### src/rtl/txRingPkg.sv
package txRingPkg;

  typedef enum logic [2:0] {
    ST_IDLE,
    ST_HDR,
    ST_NEXT,
    ST_PTR,
    ST_SEG,
    ST_WAIT,
    ST_WB,
    ST_HALT
  } seqState_t;

  // strobes from control to datapath
  typedef struct packed {
    logic       loadHdr;
    logic       loadPtr;
    logic       addLen;
    logic       captureDone;
    logic       advance;
    logic [1:0] wordSel;
  } strobe_t;

endpackage

### src/rtl/txRingCtrl.sv
module txRingCtrl
  import txRingPkg::*;
(
  input  logic       clk,
  input  logic       rstN,
  input  logic       ringEmpty,
  input  logic       hasInline,
  input  logic [2:0] ptrValid,
  input  logic       termFlag,
  input  logic       memRdValid,
  input  logic       segReady,
  input  logic       doneValid,
  input  logic       doneAbort,
  output logic       memRdReq,
  output logic       memWrEn,
  output logic       segValid,
  output logic       segInline,
  output strobe_t    stb
);

  seqState_t stateQ, stateD;
  logic [2:0] idxQ, idxD;

  always_ff @(posedge clk) begin
    if (!rstN) begin
      stateQ <= ST_IDLE;
      idxQ   <= '0;
    end else begin
      stateQ <= stateD;
      idxQ   <= idxD;
    end
  end

  always_comb begin
    stateD    = stateQ;
    idxD      = idxQ;
    stb       = '0;
    memRdReq  = 1'b0;
    memWrEn   = 1'b0;
    segValid  = 1'b0;
    case (stateQ)
      ST_IDLE: if (!ringEmpty) stateD = ST_HDR;
      ST_HDR: begin
        memRdReq = 1'b1;
        if (memRdValid) begin
          stb.loadHdr = 1'b1;
          idxD        = '0;
          stateD      = ST_NEXT;
        end
      end
      ST_NEXT: begin
        // slot 0 is inline, slots 1..3 are gather pointers, 4 is finished
        if (idxQ == 3'd0) begin
          if (hasInline) stateD = ST_SEG;
          else           idxD   = 3'd1;
        end else if (idxQ == 3'd4) begin
          stateD = ST_WAIT;
        end else if (ptrValid[2'(idxQ[1:0] - 2'd1)]) begin
          stateD = ST_PTR;
        end else begin
          idxD = idxQ + 3'd1;
        end
      end
      ST_PTR: begin
        memRdReq    = 1'b1;
        stb.wordSel = idxQ[1:0];
        if (memRdValid) begin
          stb.loadPtr = 1'b1;
          stateD      = ST_SEG;
        end
      end
      ST_SEG: begin
        segValid = 1'b1;
        if (segReady) begin
          stb.addLen = 1'b1;
          idxD       = idxQ + 3'd1;
          stateD     = ST_NEXT;
        end
      end
      ST_WAIT: if (doneValid) begin
        stb.captureDone = 1'b1;
        stateD = (doneAbort && termFlag) ? ST_HALT : ST_WB;
      end
      ST_WB: begin
        memWrEn     = 1'b1;
        stb.advance = 1'b1;
        stateD      = ST_IDLE;
      end
      default: ;
    endcase
  end

  assign segInline = (idxQ == 3'd0);

  AST_SEG_HOLD: assert property (@(posedge clk) disable iff (!rstN)
    segValid && !segReady |=> segValid);

  AST_WB_AFTER_DONE: assert property (@(posedge clk) disable iff (!rstN)
    memWrEn |-> $past(doneValid));

  AST_NO_BOTH_PORTS: assert property (@(posedge clk) disable iff (!rstN)
    memWrEn |-> !segValid && !memRdReq);

endmodule

### src/rtl/txRingDp.sv
module txRingDp
  import txRingPkg::*;
#(
  parameter int ENTRIES    = 64,
  parameter int DESC_BYTES = 128,
  parameter int ADDR_W     = 32,
  parameter int PTR_W      = 16,
  localparam int IDX_W     = $clog2(ENTRIES),
  localparam int OFF_W     = $clog2(DESC_BYTES),
  localparam int BASE_W    = ADDR_W - IDX_W - OFF_W
) (
  input  logic              clk,
  input  logic              rstN,
  input  strobe_t           stb,
  input  logic [BASE_W-1:0] ringBase,
  input  logic [PTR_W-1:0]  wrPtr,
  input  logic [63:0]       memRdData,
  input  logic [3:0]        doneRetries,
  output logic [PTR_W-1:0]  rdPtr,
  output logic [ADDR_W-1:0] memRdAddr,
  output logic [ADDR_W-1:0] memWrAddr,
  output logic [63:0]       memWrData,
  output logic [ADDR_W-1:0] segAddr,
  output logic [15:0]       segLen,
  output logic              ringEmpty,
  output logic              hasInline,
  output logic [2:0]        ptrValid,
  output logic              termFlag,
  output logic              txIrq,
  output logic              txEmpty
);

  localparam logic [PTR_W-1:0] LAST_PTR = PTR_W'(ENTRIES - 1);

  logic [PTR_W-1:0]  rdPtrQ, ptrNext;
  logic [ADDR_W-1:0] descAddr, segAddrQ;
  logic [15:0]       segLenQ, totLenQ;
  logic [6:0]        offsetQ;
  logic [2:0]        validQ;
  logic              irqReqQ, termQ, txIrqQ, txEmptyQ;
  logic [3:0]        retryQ;
  logic              unusedBits;

  assign descAddr  = {ringBase, rdPtrQ[IDX_W-1:0], OFF_W'(0)};
  assign memRdAddr = descAddr + ADDR_W'({stb.wordSel, 3'b000});
  assign memWrAddr = descAddr;
  assign memWrData = {1'b1, 43'd0, retryQ, totLenQ};
  assign ptrNext   = (rdPtrQ == LAST_PTR) ? '0 : rdPtrQ + 1'b1;
  assign unusedBits = ^{memRdData[63:48], memRdData[2:0]};

  always_ff @(posedge clk) begin
    if (!rstN) begin
      rdPtrQ   <= '0;
      segAddrQ <= '0;
      segLenQ  <= '0;
      totLenQ  <= '0;
      offsetQ  <= '0;
      validQ   <= '0;
      irqReqQ  <= 1'b0;
      termQ    <= 1'b0;
      retryQ   <= '0;
      txIrqQ   <= 1'b0;
      txEmptyQ <= 1'b0;
    end else begin
      if (stb.loadHdr) begin
        offsetQ  <= memRdData[22:16];
        termQ    <= memRdData[23];
        irqReqQ  <= memRdData[24];
        validQ   <= memRdData[27:25];
        segAddrQ <= descAddr + ADDR_W'(memRdData[22:16]);
        segLenQ  <= memRdData[15:0];
        totLenQ  <= '0;
      end
      if (stb.loadPtr) begin
        segAddrQ <= ADDR_W'({memRdData[31:3], 3'b000});
        segLenQ  <= memRdData[47:32];
      end
      if (stb.addLen)      totLenQ <= totLenQ + segLenQ + 16'd1;
      if (stb.captureDone) retryQ  <= doneRetries;
      if (stb.advance)     rdPtrQ  <= ptrNext;
      txIrqQ   <= stb.advance && irqReqQ;
      txEmptyQ <= stb.advance && (ptrNext == wrPtr);
    end
  end

  assign rdPtr     = rdPtrQ;
  assign segAddr   = segAddrQ;
  assign segLen    = segLenQ;
  assign ringEmpty = (rdPtrQ == wrPtr);
  assign hasInline = (offsetQ != 7'd0);
  assign ptrValid  = validQ;
  assign termFlag  = termQ;
  assign txIrq     = txIrqQ;
  assign txEmpty   = txEmptyQ;

  AST_PTR_RANGE: assert property (@(posedge clk) disable iff (!rstN)
    rdPtrQ <= LAST_PTR);

  AST_PTR_STEP: assert property (@(posedge clk) disable iff (!rstN)
    (rdPtrQ != $past(rdPtrQ)) |->
      (rdPtrQ == (($past(rdPtrQ) == LAST_PTR) ? '0 : $past(rdPtrQ) + 1'b1)));

  AST_IRQ_AFTER_WB: assert property (@(posedge clk) disable iff (!rstN)
    txIrq |-> $past(stb.advance));

endmodule

### src/rtl/txRingSeq.sv
module txRingSeq
  import txRingPkg::*;
#(
  parameter int ENTRIES    = 64,
  parameter int DESC_BYTES = 128,
  parameter int ADDR_W     = 32,
  parameter int PTR_W      = 16,
  localparam int BASE_W    = ADDR_W - $clog2(ENTRIES) - $clog2(DESC_BYTES)
) (
  input  logic              clk,
  input  logic              rstN,
  input  logic [BASE_W-1:0] ringBase,
  input  logic [PTR_W-1:0]  wrPtr,
  output logic [PTR_W-1:0]  rdPtr,
  output logic              memRdReq,
  output logic [ADDR_W-1:0] memRdAddr,
  input  logic              memRdValid,
  input  logic [63:0]       memRdData,
  output logic              memWrEn,
  output logic [ADDR_W-1:0] memWrAddr,
  output logic [63:0]       memWrData,
  output logic              segValid,
  input  logic              segReady,
  output logic [ADDR_W-1:0] segAddr,
  output logic [15:0]       segLen,
  output logic              segInline,
  input  logic              doneValid,
  input  logic              doneAbort,
  input  logic [3:0]        doneRetries,
  output logic              txIrq,
  output logic              txEmpty
);

  strobe_t    stb;
  logic       ringEmpty, hasInline, termFlag;
  logic [2:0] ptrValid;

  txRingCtrl u_ctrl (
    .clk        (clk),
    .rstN       (rstN),
    .ringEmpty  (ringEmpty),
    .hasInline  (hasInline),
    .ptrValid   (ptrValid),
    .termFlag   (termFlag),
    .memRdValid (memRdValid),
    .segReady   (segReady),
    .doneValid  (doneValid),
    .doneAbort  (doneAbort),
    .memRdReq   (memRdReq),
    .memWrEn    (memWrEn),
    .segValid   (segValid),
    .segInline  (segInline),
    .stb        (stb)
  );

  txRingDp #(
    .ENTRIES    (ENTRIES),
    .DESC_BYTES (DESC_BYTES),
    .ADDR_W     (ADDR_W),
    .PTR_W      (PTR_W)
  ) u_dp (
    .clk         (clk),
    .rstN        (rstN),
    .stb         (stb),
    .ringBase    (ringBase),
    .wrPtr       (wrPtr),
    .memRdData   (memRdData),
    .doneRetries (doneRetries),
    .rdPtr       (rdPtr),
    .memRdAddr   (memRdAddr),
    .memWrAddr   (memWrAddr),
    .memWrData   (memWrData),
    .segAddr     (segAddr),
    .segLen      (segLen),
    .ringEmpty   (ringEmpty),
    .hasInline   (hasInline),
    .ptrValid    (ptrValid),
    .termFlag    (termFlag),
    .txIrq       (txIrq),
    .txEmpty     (txEmpty)
  );

  AST_SEG_STABLE: assert property (@(posedge clk) disable iff (!rstN)
    segValid && !segReady |=> $stable(segAddr) && $stable(segLen));

  AST_IDLE_WHEN_EMPTY: assert property (@(posedge clk) disable iff (!rstN)
    $past(rdPtr == wrPtr) && $stable(rdPtr) && $past(!memRdReq && !segValid)
      && $past(!memWrEn) |-> 1'b1 ? !memWrEn : 1'b1);

endmodule

### config.mk
export PLATFORM = sky130hd
export DESIGN_NAME = txRingSeq
export DESIGN_NICKNAME = d
export VERILOG_FILES = /design/src/rtl/txRingPkg.sv /design/src/rtl/txRingCtrl.sv /design/src/rtl/txRingDp.sv /design/src/rtl/txRingSeq.sv
export SDC_FILE = /design/constraint.sdc
export NUM_CORES = 1
export LEC_CHECK = 0
export ABC_AREA = 1
export BUFFER_PORTS_ARGS = -buffer_cell sky130_fd_sc_hd__buf_2
export CORE_AREA = 4 4 161 101
export CTS_CLUSTER_SIZE = 40
export DETAILED_ROUTE_END_ITERATION = 16
export DIE_AREA = 0 0 165 105
export GPL_ROUTABILITY_DRIVEN = 0
export GPL_TIMING_DRIVEN = 0
export PLACE_DENSITY_LB_ADDON = 0.2
export SETUP_SLACK_MARGIN = 0.2
export SLEW_MARGIN = 20
export SYNTH_ARGS = -nofsm -noshare
export SYNTH_HDL_FRONTEND = slang
export SYNTH_HIERARCHICAL = 1
export SYNTH_SLANG_ARGS = --single-unit
### constraint.sdc
create_clock -name clk -period 5.05 [get_ports clk]
set_input_delay 0.2525 -clock clk [delete_from_list [all_inputs] [get_ports clk]]
set_output_delay 0.2525 -clock clk [all_outputs]
set_load 0.05 [all_outputs]
Word-level counts from Yosys, hierarchy flattened:

Cells that the tools add are included.

* bits in registers: 104
* bits in latches: 0
* RAM bits: 0
* bits in read-only memories: 0
* input bits: 109
* output and inout bits: 198
* word-level logic and storage cells: 95
* memories kept: 0

* add/subtract/negate cells: 7
* multipliers: 0
* div/mod/pow operators: 0
* order comparisons: 1
* equal/unequal tests: 20
* shift-type cells: 0
* mux-type cells: 38
* bitwise operators: 1
* reduce and logical (&&, ||, !) cells: 14

Operators with widths (number)
* $mux 16: 5
* $mux 32: 2
* $mux 3: 15
* $add 16x1->16 const B: 2
* $add 32x5->32: 1
* $add 32x7->32: 1
* $eq 16x16->1: 2
* $pmux 3 s7: 1
* $add 16x16->16: 1
* $eq 16x6->1 const B: 1
* $reduce_bool 7->1: 2
* $eq 3x3->1 const B: 4
* $mux 1: 12
* $ne 3x3->1 const B: 4
* $ne 2x2->1 const B: 5
* $pmux 3 s3: 1
* $reduce_and 8->1: 1
* $eq 3x2->1 const B: 2
* $logic_not 3->1: 2
* $reduce_and 6->1: 1
* $ne 4x2->1 const B: 1
* $reduce_bool 2->1: 2
* $reduce_or 2->1: 2
* $add 3x1->3 const B: 1
* other kinds (8): 10

Depth between registers and ports, before layout:

Gate-level depths: netlist (run 1).

* depth in word-level cells: 7
* gate-level depth with buffers: 14
* depth with buffers taken out: 13

Cells and area by module:

Netlist (run 1), hierarchy kept.

Modules (own cells, without submodules)
* txRingDp: times used 1, cells an instance 927, area an instance 6223.5 um2, seq. area each 1961.9 um2
* txRingCtrl: times used 1, cells an instance 110, area an instance 625.6 um2, seq. area each 120.1 um2

Least setup slack after synthesis (run 1):

No wires, ideal clock.

* path kind: reg-to-reg
* start: register u_ctrl.stateQ[2]
* end: register u_dp.txEmptyQ (netlist: u_dp/txEmpty)
* library setup time: 0.064 ns
* data arrival time: 2.581 ns
* data required time: 4.986 ns
* slack: 2.405 ns
* stages on the path, launching flop included: 14
* buffers on the path: 1
* period minus slack after synthesis: 2.645 ns
* cells stage by stage: dfxtp_1 inv_1 nor3_1 buf_4 nand2_1 inv_1 nand3_1 nor2_1 nand2_1 nor2_1 nand2_1 nor2_1 nand3_1 nor2_1

* word-level cells in the longest chain between the ends: 3

Ends and longest elaborated chain
* from (decl): line txRingCtrl.sv:21 `seqState_t stateQ, stateD;`
* from (signal assigned): line txRingCtrl.sv:29 `stateQ <= stateD;`
* $eq 3x3->1
* $mux 1
* named net memWrEn: line txRingSeq.sv:19 `output logic memWrEn,`
* $logic_and 1x1->1: line txRingDp.sv:82 `txEmptyQ <= stb.advance && (ptrNext == wrPtr);`
* to (signal assigned): line txRingDp.sv:82
* to (decl): line txRingDp.sv:40 `logic irqReqQ, termQ, txIrqQ, txEmptyQ;`

The timed path passes the listed nets, and every way through them passes these cells.
A chain may end at the register's enable or synchronous reset.

==> metrics, run 1 <==
max frequency=between 300 and 400 MHz; number of hold buffers added after CTS=0; Vert. Die Dim=between 100 and 150 µm; Slew Limit Headroom=a little under half; type of the worst setup path=flip-flop to flip-flop; reg-to-reg slack, setup=around 2400 ps; violation count after the first detailed-route iteration=between 600 and 700; number of enable flip-flop cells after synthesis=0; number of buffer cells added on primary ports=234; post-synthesis cell type count=43; clock root buffer=clkbuf_16; number of hold violations in the final report=0; start point of the worst hold path=doneRetries[0]; type of element capturing the critical path=flip-flop; non-filler instance count after layout=roughly 1,500; most common library cell in the layout ignoring fill and taps=nand2_1; end-of-flow core utilization=around three fifths; Post-route DRC=0; estimated wirelength of the detail-placed design=approximately 18,000 µm; WP data arrival=approximately 2900 ps; number of max-slew violations in the final report=0; area of the mapped netlist=~7000 µm²; number of buffers created by CTS=9; largest net degree at the start of global routing=18; Core Footprint=between 10,000 and 15,000 µm²; post_cts resized=0; highest-count cells in the layout ignoring fill and taps=240 x nand2_1, 238 x buf_2, 122 x nor2_1; global-route wire length before repair=roughly 34,000 µm; number of antenna violations at the first check in global routing=1; count of final setup violators=0; type of element launching the critical path=flip-flop; Reg2Reg Capture Point=u_dp/segAddr[16]; gr ovfl total=0; number of maximum-capacitance constraint violations=0; Endpoint, Worst Hold=u_dp/retryQ[0]; number of instances on the worst hold path=3; required time reported for the critical path endpoint=around 5300 ps; total routing resource utilization after global routing=between 20% and 30%; Top Ports=between 300 and 400; async set-or-reset flop fraction in the synthesized netlist=0%; clock tree from TritonCTS=built; count of H-tree levels built during CTS=3; Mean Syn Cell Area=around 6.6 µm²; TritonRoute pass-1 iters=6; post-synthesis instance total=~1,000; post-route clock period utilization=a little over half; clock skew=about 10 ps; Seq/Total Area, Yosys=30.4%; Reg2Reg Depth=11; detailed-route via count=between 7,000 and 8,000; # clock sinks=between 100 and 150; CTS Buffer Depth=2; placed insts=about 1,500; Via-to-Cell Ratio=just under 5; outcome=completed; Nets=roughly 1,500; total negative slack=0 ps; slew at the pin with the worst max-slew slack=~800 ps; synthesized flop and latch total=approximately 100; count of antenna-violating nets left after detailed routing=0; P&R area growth vs syn=27.8%; r2r startpoint=u_ctrl/stateQ[2]; post-detailed-route wirelength per cell=14.4 µm; Final Hold Slack=124 ps; Placement Rows=35; unrepaired setup endpoints after global routing=false; clk_lat worst skew=340 ps; total length of routed wires=about 22,000 µm; Initial Util=a little under half; minimum clock period=~2700 ps; Synth Flop Type=dfxtp_1; Post-CTS Setup Repair Bufs=0; Max rail drop VDD=roughly 0.00024 V; full die area=roughly 17,000 µm²; CP max FO=10; number of warnings printed during yosys synthesis=6; pwr dens=374 nW/µm²; kind of path behind the tightest hold check=primary input to flip-flop; clock slew at the register clock pins of the worst setup and hold paths=80 ps; die span in x=165 µm; fraction of final layout cells with drive strength greater than 1=a little under a third; leak pwr=between 4 and 5 nW; vias in the first global route=about 6,500
## worst max-delay path: stages, from the launching register on
cell,delay [ps]
dfxtp_1,420
inv_1,120
nand2_1,110
inv_1,70
nand2_1,120
nor2_1,100
clkbuf_1,200
nor2_2,380
clkinv_1,440
clkbuf_1,380
nor2_1,180
nor3_1,60
## layer usage
layer  track usage (%)  up-vias  part of all wire, %
li1                  -     3767                    -
met1              37.2     3296                   47
met4              4.63        0                  1.2
met3              5.68       20                  9.8
met5                 0        -                    0
met2              35.6      334                   42
## cells in the mapped netlist (8+ instances only)
master	number	area (µm²)
a21oi_1	53	265
nand3b_1	8	60.1
dfxtp_1	104	2080
nor3_1	26	130
ha_1	18	225
nand2_1	240	901
nor2_1	122	458
o21ai_0	63	315
nor2_2	12	75.1
buf_4	109	818
inv_1	86	323
xnor2_1	13	114
nand3_1	66	330
clkbuf_1	23	86.3
nand4_1	13	81.3
## cell type report
| type | count | area (µm²) |
|---|---|---|
| well taps | 203 | 254 |
| multi-input cells | 750 | 3650 |
| plain buffers | 141 | 953 |
| clock inverters | 5 | 42.5 |
| fillers | 1458 | 6180 |
| repair buffers | 234 | 1170 |
| diodes | 1 | 2.50 |
| inverters | 96 | 363 |
| clock buffers | 11 | 233 |
| flip-flops and latches | 104 | 2080 |
## through the flow
stage | cell area (µm²) | worst slack, ps | power, mW
floorplan | 7050 | 2410 | 2.24
global placement | 8480 | 2420 | 2.59
detailed placement | 8480 | 2440 | 2.60
CTS | 8750 | 2420 | 3.28
global route | 8750 | 2090 | 3.46
finish | 8750 | 2370 | 3.27
## sequential cells by signal, summed over array words and instances (netlist names)
signal	cells
u_dp/segAddr	32
u_dp/rdPtr	16
u_dp/segLen	16
u_dp/totLenQ	16
u_dp/offsetQ	7
u_dp/retryQ	4
u_ctrl/idxQ	3
u_ctrl/stateQ	3
u_dp/ptrValid	3
u_dp/irqReqQ	1
u_dp/termFlag	1
u_dp/txEmpty	1
u_dp/txIrq	1
## where the power goes
group | leakage, nW | internal (mW) | switching [mW]
clock | 0.124 | 0.340 | 0.329
sequential | 0.845 | 0.953 | 0.111
combinational | 3.71 | 0.416 | 1.12
## cell families after synthesis
logic type,count (synthesis),share of synthesized area [%]
xor+xnor,17,2.17
fa+ha+maj,19,3.58
simple gates,509,32.5
buf+inv,237,19.2
compound gates,149,12.0
other cells,2,0.110
flops,104,30.4
## worst max path at each step
stage / startpoint / end / slack (ps)
4_1_cts: u_ctrl/stateQ[2] / u_dp/segAddr[11] / 2420
3_5_place_dp: u_ctrl/stateQ[2] / u_dp/segAddr[11] / 2440
5_1_grt: u_ctrl/stateQ[2] / u_dp/segAddr[14] / 2090
3_3_place_gp: u_ctrl/stateQ[2] / u_dp/segAddr[19] / 2420
2_1_floorplan: u_ctrl/stateQ[2] / u_dp/txEmpty / 2410
6_report: u_ctrl/stateQ[2] / u_dp/segAddr[16] / 2370
(Power assumes the default switching activity.)
==> inputs of run 2 (changes only) <==
Clock period 5.05 ns to 2.8 ns, I/O delays scaled along.
==> run 2 against run 1 <==
Against the previous run: worst hold slack got worse by 95 ps; fmax grew 10%; cell area rose by 0.19%; combinational power increased by 81%; setup slack worse by 2000 ps; critical path type unchanged; critical endpoint is now u_dp/segAddr[19]; largest power group unchanged.
==> metrics, run 2 (synthesized netlist as in run 1, its figures left out) <==
P&R area growth vs syn=28.1% (was 27.8%); required time reported for the critical path endpoint=3020 ps (was 5280 ps); vias in the first global route=6,423 (was 6,531); most common library cell in the layout ignoring fill and taps=nand2_1 (unchanged); max frequency=412 MHz (was 374 MHz); minimum setup slack in the final design=374 ps (was 2370 ps); diode insertion count for antenna repair=0 (was 1); Max rail drop VDD=0.000323 V (was 0.000237 V); violation count after the first detailed-route iteration=626 (was 651); max reg flops=32 (unchanged); total negative slack=0 ps (unchanged); number of maximum-capacitance constraint violations=0 (unchanged); number of hold violations in the final report=0 (unchanged); total length of routed wires=22,100 µm (was 22,200 µm); # clock sinks=104 (unchanged); series of cell instances along the critical path=nand2_1, inv_1, nand2_1, nor2_1, clkbuf_1, inv_1, clkbuf_1, o21ai_1, nor3_1 (was inv_1, nand2_1, inv_1, nand2_1, nor2_1, clkbuf_1, nor2_2, clkinv_1, clkbuf_1, nor2_1, nor3_1); unrepaired setup endpoints after global routing=true (was false); number of buffer cells added on primary ports=234 (unchanged); Top Ports=307 (unchanged); fraction of final layout cells with drive strength greater than 1=30.5% (was 30.1%); number of max-slew violations in the final report=0 (unchanged); Vert. Die Dim=105 µm (unchanged); area taken by multi-input logic gates=3670 µm² (was 3650 µm²); detailed-route via count=7,415 (was 7,417); die span in x=165 µm (unchanged); count of final setup violators=0 (unchanged); estimated wirelength of the detail-placed design=17,900 µm (about the same); clock skew=6.97 ps (was 10.2 ps); gr ovfl total=0 (unchanged); Post-CTS Setup Repair Bufs=0 (unchanged); slew at the pin with the worst max-slew slack=692 ps (was 787 ps); full die area=17,300 µm² (unchanged); Initial Util=45.9% (unchanged); Final Instance Area=8770 µm² (was 8750 µm²); filler cell count in the final layout=1,514 (was 1,458); outcome=completed (unchanged); count of H-tree levels built during CTS=3 (unchanged); area after detailed placement=8480 µm² (about the same); Slew Limit Headroom=53.7% (was 47.3%); non-filler instance count after layout=1,544 (was 1,545); placed insts=1,528 (unchanged); WP data arrival=2650 ps (was 2910 ps); post-route clock period utilization=86.7% (was 53.0%); clk_lat worst skew=340 ps (about the same); total routing resource utilization after global routing=24.4% (was 24.6%); leak pwr=4.70 nW (was 4.68 nW); number of buffers created by CTS=9 (unchanged); CTS Buffer Depth=2 (unchanged); Core Footprint=14,900 µm² (unchanged); DP Worst Slack=178 ps (was 2440 ps); minimum clock period=2430 ps (was 2680 ps); clock tree from TritonCTS=built (unchanged); crit-path max cell delay=480 ps (was 440 ps); Post-route DRC=0 (unchanged); global-route wire length before repair=34,100 µm (was 34,500 µm); largest net degree at the start of global routing=17 (was 18); Via-to-Cell Ratio=4.80 (about the same); type of element launching the critical path=flip-flop (unchanged); end-of-flow core utilization=58.7% (was 58.6%); clock slew at the register clock pins of the worst setup and hold paths=70 ps (was 80 ps); type of the worst setup path=flip-flop to flip-flop (unchanged); power after layout=5.89 mW (was 3.27 mW); CP max FO=10 (unchanged); clock root buffer=clkbuf_16 (unchanged); post-detailed-route wirelength per cell=14.3 µm (was 14.4 µm); TritonRoute pass-1 iters=7 (was 6); highest-count cells in the layout ignoring fill and taps=240 x nand2_1, 238 x buf_2, 121 x nor2_1 (was 240 x nand2_1, 238 x buf_2, 122 x nor2_1); CP max-delay cell=dfxtp_1 (was clkinv_1); Nets=1,464 (unchanged); type of element capturing the critical path=flip-flop (unchanged); Placement Rows=35 (unchanged); pwr dens=671 nW/µm² (was 374 nW/µm²); FF/Latch Area=2080 µm² (unchanged); number of antenna violations at the first check in global routing=0 (was 1); Final Hold Slack=28.7 ps (was 124 ps); kind of path behind the tightest hold check=primary input to flip-flop (unchanged); count of antenna-violating nets left after detailed routing=0 (unchanged)
==> run 2: what timing repair did <==
action                                  in CTS  in global routing
resized for setup                            1                  9
endpoints found under the setup margin      20                 23
pin swaps                                    0                  0
hold buffers                                 0                  0
==> run 2: final timing paths <==
kind | cells after the start | start | end | slack (ps)
setup / recovery | 9 | u_ctrl/stateQ[0] | u_dp/segAddr[19] | 370
setup reg to reg | 9 | u_ctrl/stateQ[0] | u_dp/segAddr[19] | 370
hold / removal | 3 | doneRetries[0] | u_dp/retryQ[0] | 30
hold reg to reg | 2 | u_dp/segAddr[2] | u_dp/segAddr[2] | 460
==> run 2: area by class of cell <==
cell class	instances	area share, %
Buffer	141	10.9
Tap cell	203	2.90
Clock buffer	12	2.81
Multi-Input combinational cell	750	41.8
Clock inverter	4	0.342
Inverter	96	4.15
Timing Repair Buffer	234	13.4
Sequential cell	104	23.7
==> run 2: critical path, delay by kind of cell (launching register included) <==
family	cells	cell delay [ps]
DFF	1	480
buffers and inverters	4	940
and+or+nand+nor	4	580
AOI/OAI and AO/OA	1	300
==> run 2: per-layer routing <==
| metal | vias up | track usage (%) | share of wire, % |
|---|---|---|---|
| li1 | 3781 | - | - |
| met1 | 3297 | 37.6 | 48 |
| met2 | 323 | 35.9 | 43 |
| met3 | 14 | 4.53 | 9.0 |
| met4 | 0 | 3.15 | 0.51 |
| met5 | - | 0 | 0 |
==> run 2: power breakdown <==
part	switching, mW	internal (mW)	total (mW)
registers	0.193	1.72	1.91
logic	2.03	0.754	2.78
clock network	0.562	0.631	1.19
==> inputs of run 3 (changes only) <==
Settings changed: PLACE_DENSITY_LB_ADDON 0.2 to 0.1.
==> run 3 against run 2 <==
Against the previous run: utilization rose by 0.32 points; cell count stayed put; power up 3.2%; cell area is 0.54% higher; fmax up 2.7%; setup slack improved by 64 ps; global-route usage fell by 0.15 points; critical endpoint is now u_dp/segLen[15]; largest power group unchanged.
==> metrics, run 3 (synthesized netlist as in run 1, its figures left out) <==
outcome=completed (unchanged); Post-CTS Setup Repair Bufs=0 (unchanged); required time reported for the critical path endpoint=3080 ps (was 3020 ps); number of maximum-capacitance constraint violations=0 (unchanged); diode insertion count for antenna repair=0 (unchanged); Via-to-Cell Ratio=4.75 (was 4.80); clock tree from TritonCTS=built (unchanged); type of element capturing the critical path=flip-flop (unchanged); leak pwr=4.72 nW (was 4.70 nW); gr ovfl total=0 (unchanged); number of buffer cells added on primary ports=234 (unchanged); # clock sinks=104 (unchanged); clock skew=10.9 ps (was 6.97 ps); count of H-tree levels built during CTS=3 (unchanged); number of max-slew violations in the final report=0 (unchanged); count of final setup violators=0 (unchanged); number of hold violations in the final report=0 (unchanged); count of antenna-violating nets left after detailed routing=0 (unchanged); r2r startpoint=u_ctrl/stateQ[2] (was u_ctrl/stateQ[0]); CP max FO=10 (unchanged); total length of routed wires=21,800 µm (was 22,100 µm); power after layout=6.07 mW (was 5.89 mW); max reg flops=32 (unchanged); Placement Rows=35 (unchanged); Post-route DRC=0 (unchanged); full die area=17,300 µm² (unchanged); CTS Buffer Depth=2 (unchanged); violation count after the first detailed-route iteration=547 (was 626); type of element launching the critical path=flip-flop (unchanged); number of buffers created by CTS=9 (unchanged); Core Footprint=14,900 µm² (unchanged); Nets=1,464 (unchanged); max frequency=423 MHz (was 412 MHz); minimum clock period=2360 ps (was 2430 ps); highest-count cells in the layout ignoring fill and taps=240 x nand2_1, 238 x buf_2, 121 x nor2_1 (unchanged); non-filler instance count after layout=1,544 (unchanged); Reg2Reg Depth=10 (was 9); P&R area growth vs syn=28.8% (was 28.1%); global-route wire length before repair=34,000 µm (was 34,100 µm); slew at the pin with the worst max-slew slack=780 ps (was 692 ps); total routing resource utilization after global routing=24.2% (was 24.4%); type of the worst setup path=flip-flop to flip-flop (unchanged); number of antenna violations at the first check in global routing=0 (unchanged); total negative slack=0 ps (unchanged); fraction of final layout cells with drive strength greater than 1=30.6% (was 30.5%); clock root buffer=clkbuf_16 (unchanged); Vert. Die Dim=105 µm (unchanged); estimated wirelength of the detail-placed design=17,600 µm (was 17,900 µm); clk_lat worst skew=340 ps (about the same); TritonRoute pass-1 iters=5 (was 7); Reg2Reg Capture Point=u_dp/segLen[15] (was u_dp/segAddr[19]); Endpoint, Worst Hold=u_dp/retryQ[2] (was u_dp/retryQ[0]); pwr dens=689 nW/µm² (was 671 nW/µm²); detailed-route via count=7,333 (was 7,415); reg-to-reg slack, setup=440 ps (was 370 ps); Max rail drop VDD=0.000340 V (was 0.000323 V); Top Ports=307 (unchanged); post-route clock period utilization=84.4% (was 86.7%); number of instances on the worst hold path=3 (unchanged); vias in the first global route=6,532 (was 6,423); number of hold buffers added after CTS=0 (unchanged); post_cts resized=1 (unchanged); Slew Limit Headroom=47.8% (was 53.7%); kind of path behind the tightest hold check=primary input to flip-flop (unchanged); most common library cell in the layout ignoring fill and taps=nand2_1 (unchanged); Initial Util=45.9% (unchanged); Final Hold Slack=29.0 ps (was 28.7 ps); WP data arrival=2650 ps (about the same); placed insts=1,528 (unchanged); start point of the worst hold path=doneRetries[2] (was doneRetries[0]); largest net degree at the start of global routing=18 (was 17); clock slew at the register clock pins of the worst setup and hold paths=70 ps (about the same); die span in x=165 µm (unchanged); post-detailed-route wirelength per cell=14.1 µm (was 14.3 µm); unrepaired setup endpoints after global routing=false (was true)
## run 3: worst max-delay path: stages (launching register included)
cell and delay (ps):
dfxtp_1 360, inv_1 140, nand2_1 100, nor2_2 470, inv_2 210, nor2_2 410, inv_2 60, clkbuf_2 220
o211ai_1 200, nand2_1 60, inv_1 60
## run 3: power by group
group	leakage [nW]	switching, mW	internal [mW]
combinational	3.73	2.03	0.755
clock	0.153	0.587	0.790
sequential	0.845	0.195	1.72
## run 3: how the worst max path moves through the flow
stage,startpoint,endpoint,slack [ps],cells past startpoint
after floorplan,u_dp/totLenQ[0],u_dp/totLenQ[8],620,13
after global placement,u_ctrl/stateQ[2],u_dp/segAddr[11],170,11
after detailed placement,u_ctrl/stateQ[2],u_dp/segAddr[11],140,11
after CTS,u_ctrl/stateQ[2],u_dp/segLen[15],270,10
after global routing,u_ctrl/stateQ[0],u_dp/segLen[15],230,9
final,u_ctrl/stateQ[2],u_dp/segLen[15],440,10
## run 3: layout make-up
| cell class | count | area (µm²) |
|---|---|---|
| Buffer | 141 | 958 |
| Multi-Input combinational cell | 750 | 3670 |
| Sequential cell | 104 | 2080 |
| Timing Repair Buffer | 234 | 1170 |
| Tap cell | 203 | 254 |
| Clock inverter | 6 | 93.8 |
| Clock buffer | 10 | 229 |
| Fill cell | 1495 | 6110 |
| Inverter | 96 | 364 |
## run 3: routing by layer
metal	global-route usage [%]	wire, µm	share of wire [%]	vias up
li1	-	-	-	3767
met4	3.50	167	0.76	0
met2	36.4	9360	43	273
met3	4.97	1830	8.4	14
met5	0	0	0	-
met1	36.3	10500	48	3279
## run 3: through the flow
| stage | setup slack, ps | instance area, µm² | util, % |
|---|---|---|---|
| 5_1_grt | 226 | 8820 | 59.1 |
| 3_3_place_gp | 165 | 8480 | 56.8 |
| 3_5_place_dp | 142 | 8480 | 56.8 |
| 4_1_cts | 268 | 8810 | 59.0 |
| 2_1_floorplan | 620 | 7060 | - |
| 6_report | 437 | 8820 | 59.1 |
